**config.mk**
```make
export PLATFORM = sky130hd
export DESIGN_NAME = gpio_irq_detect
export DESIGN_NICKNAME = d
export VERILOG_FILES = /design/src/rtl/gpio_irq_pkg.sv /design/src/rtl/gpio_irq_pin.sv /design/src/rtl/gpio_irq_reduce.sv /design/src/rtl/gpio_irq_detect.sv
export SDC_FILE = /design/constraint.sdc
export NUM_CORES = 1
export LEC_CHECK = 0
export BUFFER_PORTS_ARGS = -buffer_cell sky130_fd_sc_hd__buf_2
export CORE_MARGIN = 5
export CORE_UTILIZATION = 35
export CTS_CLUSTER_SIZE = 40
export DETAILED_ROUTE_END_ITERATION = 10
export PLACE_DENSITY = 0.64
export SETUP_SLACK_MARGIN = 0.2
export SYNTH_ARGS = -nofsm -noshare
export SYNTH_HDL_FRONTEND = slang
export SYNTH_SLANG_ARGS = --single-unit
```
**constraint.sdc**
```tcl
create_clock -name clk -period 5.3 [get_ports clk]
set_clock_uncertainty 0.1 [all_clocks]
set_input_delay 1.06 -clock clk [delete_from_list [all_inputs] [get_ports clk]]
set_output_delay 1.06 -clock clk [all_outputs]
set_load 0.05 [all_outputs]
```
**src/rtl/gpio_irq_pkg.sv**
```systemverilog
package gpio_irq_pkg;

   typedef enum logic [1:0] {
      TRIG_LEVEL = 2'd0,
      TRIG_RISE  = 2'd1,
      TRIG_FALL  = 2'd2,
      TRIG_ANY   = 2'd3
   } trig_e;

   // Turn the three per-pin configuration bits into one trigger rule.
   function automatic trig_e trig_decode(input logic edge_sel,
                                         input logic any_sel,
                                         input logic pol_sel);
      if (!edge_sel)    return TRIG_LEVEL;
      else if (any_sel) return TRIG_ANY;
      else if (pol_sel) return TRIG_FALL;
      else              return TRIG_RISE;
   endfunction

endpackage

```
**src/rtl/gpio_irq_pin.sv**
```systemverilog
module gpio_irq_pin
   import gpio_irq_pkg::*;
(
   input  logic clk,
   input  logic rst_n,
   input  logic lvl_in,
   input  logic vld,
   input  logic dir,
   input  logic inen,
   input  logic pol,
   input  logic edge_sel,
   input  logic any_sel,
   output logic pend
);

   trig_e kind;
   logic  take;
   logic  lvl_q;
   logic  hit;

   assign take = vld & ~dir & inen;
   assign kind = trig_decode(edge_sel, any_sel, pol);

   always_comb begin
      unique case (kind)
         TRIG_RISE:  hit = ~lvl_q & lvl_in;
         TRIG_FALL:  hit = lvl_q & ~lvl_in;
         TRIG_ANY:   hit = lvl_q ^ lvl_in;
         default:    hit = lvl_in ^ pol;
      endcase
   end

   always_ff @(posedge clk) begin
      if (!rst_n) begin
         lvl_q <= 1'b0;
         pend  <= 1'b0;
      end else if (take) begin
         lvl_q <= lvl_in;
         pend  <= hit;
      end else if (kind != TRIG_LEVEL) begin
         pend  <= 1'b0;
      end
   end

   assert_edge_idle_R4: assert property (@(posedge clk) disable iff (!rst_n)
      (!take && kind != TRIG_LEVEL) |=> !pend);

   assert_level_hold_R10: assert property (@(posedge clk) disable iff (!rst_n)
      (!take && kind == TRIG_LEVEL) |=> $stable(pend));

   assert_level_value_R5: assert property (@(posedge clk) disable iff (!rst_n)
      (take && kind == TRIG_LEVEL) |=> (pend == ($past(lvl_in) ^ $past(pol))));

   assert_any_edge_R2: assert property (@(posedge clk) disable iff (!rst_n)
      (take && kind == TRIG_ANY) |=> (pend == ($past(lvl_in) ^ $past(lvl_q))));

   assert_blocked_R8: assert property (@(posedge clk) disable iff (!rst_n)
      (!take) |=> $stable(lvl_q));

endmodule

```
**src/rtl/gpio_irq_reduce.sv**
```systemverilog
module gpio_irq_reduce #(
   parameter int NPINS = 16,
   parameter int NREQ  = 2
) (
   input  logic [NPINS-1:0]            pend,
   input  logic [NREQ-1:0][NPINS-1:0]  mask,
   output logic [NREQ-1:0]             req
);

   if (NREQ < 1) begin : g_bad_nreq
      $error("gpio_irq_reduce: NREQ must be at least 1");
   end

   for (genvar r = 0; r < NREQ; r++) begin : g_req
      assign req[r] = |(pend & mask[r]);
   end

endmodule

```
**src/rtl/gpio_irq_detect.sv**
```systemverilog
module gpio_irq_detect #(
   parameter int NPINS = 16
) (
   input  logic             clk,
   input  logic             rst_n,
   input  logic [NPINS-1:0] smp_lvl,
   input  logic             smp_vld,
   input  logic [NPINS-1:0] cfg_dir,
   input  logic [NPINS-1:0] cfg_inen,
   input  logic [NPINS-1:0] cfg_pol,
   input  logic [NPINS-1:0] cfg_edge,
   input  logic [NPINS-1:0] cfg_both,
   input  logic [NPINS-1:0] mask_a,
   input  logic [NPINS-1:0] mask_b,
   output logic             irq_a,
   output logic             irq_b,
   output logic [NPINS-1:0] pend
);

   localparam int NREQ = 2;

   if (NPINS < 1 || NPINS > 64) begin : g_bad_npins
      $error("gpio_irq_detect: NPINS must lie in 1..64");
   end

   for (genvar i = 0; i < NPINS; i++) begin : g_pin
      gpio_irq_pin u_pin (
         .clk      (clk),
         .rst_n    (rst_n),
         .lvl_in   (smp_lvl[i]),
         .vld      (smp_vld),
         .dir      (cfg_dir[i]),
         .inen     (cfg_inen[i]),
         .pol      (cfg_pol[i]),
         .edge_sel (cfg_edge[i]),
         .any_sel  (cfg_both[i]),
         .pend     (pend[i])
      );
   end

   logic [NREQ-1:0][NPINS-1:0] mask_all;
   logic [NREQ-1:0]            req;

   assign mask_all[0] = mask_a;
   assign mask_all[1] = mask_b;

   gpio_irq_reduce #(.NPINS(NPINS), .NREQ(NREQ)) u_reduce (
      .pend (pend),
      .mask (mask_all),
      .req  (req)
   );

   assign irq_a = req[0];
   assign irq_b = req[1];

   assert_irq_a_src_R7: assert property (@(posedge clk) disable iff (!rst_n)
      irq_a |-> ((pend & mask_a) != '0));

   assert_irq_b_src_R7: assert property (@(posedge clk) disable iff (!rst_n)
      irq_b |-> ((pend & mask_b) != '0));

   assert_irq_a_quiet_R7: assert property (@(posedge clk) disable iff (!rst_n)
      ((pend & mask_a) == '0) |-> !irq_a);

   assert_reset_clear_R1: assert property (@(posedge clk)
      !rst_n |=> (pend == '0));

endmodule

```
==> metrics.cfg <==
[worst_setup_path]
r2r_setup_slack_ps=4270
worst_path_max_delay_cell=a221oi_1
cpPeakStageDelay_ps=390
worstPathArrival_ps=2170
worst-path-buf-inv=2
r2r_end=g_pin[11].u_pin.pend
start_kind=primary input
critical_path_class=in -> out
cp_top_family=compound AO/OA/AOI/OAI gates
cp.depth=5
reg2reg_from=g_pin[11].u_pin.pend
worstPathCellList=buf_2 > a22o_1 > a221oi_1 > nand4_1 > buf_2
critPathMostFrequentCell=buf_2
r2r_cells=3
critPathCaptureType=output port
critPathMaxFanout=1
crit_required_ps=4140

[sta]
worstMarginPinSlew_ps=665
fin_crit_sh=0.629
max_slew_margin=0.557
setup_tns_ps=0
rsz0062_at_grt=no
fin_ws_ps=1970
finalMaxSlewViolations=0
setup_viol=0
hold_viol=0
fmax_mhz=300
period_minus_slack_ps=3330

[clock_tree]
cts_setup_buffers=0
root_buffer=clkbuf_8
numCtsBuffers=5
cts_resized=0
hold_buffers=0
clkTransAtPathRegs_ps=60
h-tree-depth=2
cts_tree=yes
cts.sinks=32
cts_buffer_depth=2
insertion_delay_ps=270

[cells_and_area]
final_layout_size_suffix_gt1_frac=0.435
fin_cells=464
diodes=0
multi_input_area_um2=1530
fillCellCount=681
areaGrowthSynthToFinish_pct=30.8
final_nets=525
regArea_um2=641

[route]
wl_met3_um=616
drcViolationCount=0
drt_iter0_markers=27
via_per_inst=5.04
dr_wl_met2_mm=3.33
final_antenna_net_count=0
dr.pass1.iters=4
highest_layer=met5
wl_met1_mm=2.95
wl_per_cell_um=15.1
drt_wl_total_mm=6.98
vias=2338

[yosys]
synth_nets=391
yosys-top-cells-area=dfxtp_1, xor2_1, mux2i_1
netlist_area_um2=2420
netlist.area_leader.share=0.265
syn_avg_cell_area_um2=9.59
yosys.area.top_type=dfxtp_1
yosysMostFrequentCell=dfxtp_1
ys_types=26
synth_seq_cells=32
yosys_warnings=0
async_flop_share=0
synth_common_cells=dfxtp_1, xor2_1, inv_1
synth_edf_count=0
syn_inst=252
ys_seq_area_frac=0.265
ys.flop_type=dfxtp_1

[grt]
track_usage=0.164
grt_pass1_wl_mm=11.3
antenna_found_initial=1
grt_pass1_vias=2477
grt_start_max_net_pins=19
gr-total-overflow=0

[power_and_ir_drop]
p_clk_frac=0.277
p_seq_frac=0.439
power.density_nw_per_um2=183
internal_power_w=0.000409
switching_share=0.294
power_switching_w=0.000170
cellLeakagePower_nw=1.71
combPwrFrac=0.284
ir_worst_vdd_uv=69.7

[floorplan]
die_w_um=93.1
num_rows=30
io_pins=149
core_region_area_um2=6760
initial_core_util=0.358
fp.dieArea_um2=8660
chipHeight_um=93.1

[placement]
gp_congestion=0.787
post-place-cells=459
io_buffers=148
dp_hpwl_mm=5.92
pre_cts_ws_ps=1870

[worst_hold_path]
hold_start=g_pin[4].u_pin.lvl_q
min_path_cells=2
hp-class=reg -> reg
min_to=g_pin[4].u_pin.lvl_q

[outcome]
status=completed

[run]
max-cap-violations=0

-- power by group through the flow --
| stage | Sequential, W | Clock [W] | Combinational (W) |
|---|---|---|---|
| 6_report | 0.000255 | 0.000161 | 0.000164 |
| 4_1_cts | 0.000255 | 0.000170 | 0.000166 |
| 2_1_floorplan | 0.000258 | 0 | 0.0000965 |
| 3_3_place_gp | 0.000260 | 0 | 0.000162 |
| 5_1_grt | 0.000256 | 0.000182 | 0.000182 |
| 3_5_place_dp | 0.000260 | 0 | 0.000165 |
-- state kept, by name, summed over array words and instances, names as in the netlist --
| name | cells |
|---|---|
| g_pin.u_pin.pend | 16 |
| g_pin.u_pin.lvl_q | 16 |
-- cell families after synthesis --
kind of cell	after synthesis	share of synthesized area
fa+ha+maj	8	0.0414
xor+xnor	28	0.102
compound gates	84	0.274
flops	32	0.265
buf+inv	42	0.101
mux	20	0.0839
simple gates	38	0.133
-- worst max-delay path by stage --
| stage | from | endpoint | slack [ps] |
|---|---|---|---|
| floorplan | mask_a[2] | irq_a | 2160 |
| global placement | mask_b[5] | irq_b | 1890 |
| detailed placement | mask_b[5] | irq_b | 1870 |
| CTS | mask_b[5] | irq_b | 1870 |
| global route | mask_b[5] | irq_b | 1840 |
| finish | mask_b[5] | irq_b | 1970 |
-- layout make-up --
cell class,instances,share of cell area
Timing Repair Buffer,148,0.234
Inverter,21,0.0249
Multi-Input combinational cell,178,0.485
Tap cell,80,0.0317
Clock buffer,5,0.0218
Sequential cell,32,0.203
-- per-stage QoR --
step | instance area [um2] | hold slack [ps] | utilization | power [W]
6_report | 3160 | 419 | 0.468 | 0.000580
5_1_grt | 3160 | 457 | 0.468 | 0.000619
3_5_place_dp | 3090 | 407 | 0.458 | 0.000425
4_1_cts | 3160 | 423 | 0.468 | 0.000591
2_1_floorplan | 2420 | 384 | - | 0.000354
3_3_place_gp | 3090 | 395 | 0.458 | 0.000421
-- routing by layer --
layer	GRT usage	up-vias
li1	-	1193
met3	0.0418	9
met4	0.0403	2
met2	0.285	100
met5	0	-
met1	0.201	1034
-- cells in the final DEF (no fill, tap or decap), types with 4 or more instances in the layout --
cell type / instances
ha_1: 8
o21ai_0: 18
dfxtp_1: 32
nor2_1: 18
o2111a_1: 14
a21oi_1: 14
xor2_1: 28
clkbuf_8: 5
buf_2: 148
mux2i_1: 18
a211o_1: 14
nand3b_4: 8
a22o_1: 8
nand4_1: 4
nand3b_1: 6
inv_1: 20
a221oi_1: 10
-- worst register-to-register path: stages (launching register included) --
cell      delay (ps)
dfxtp_1          450
inv_1             80
o21ai_0          160
o2111a_1         190
No activity file was read; power rests on OpenSTA's default activity.
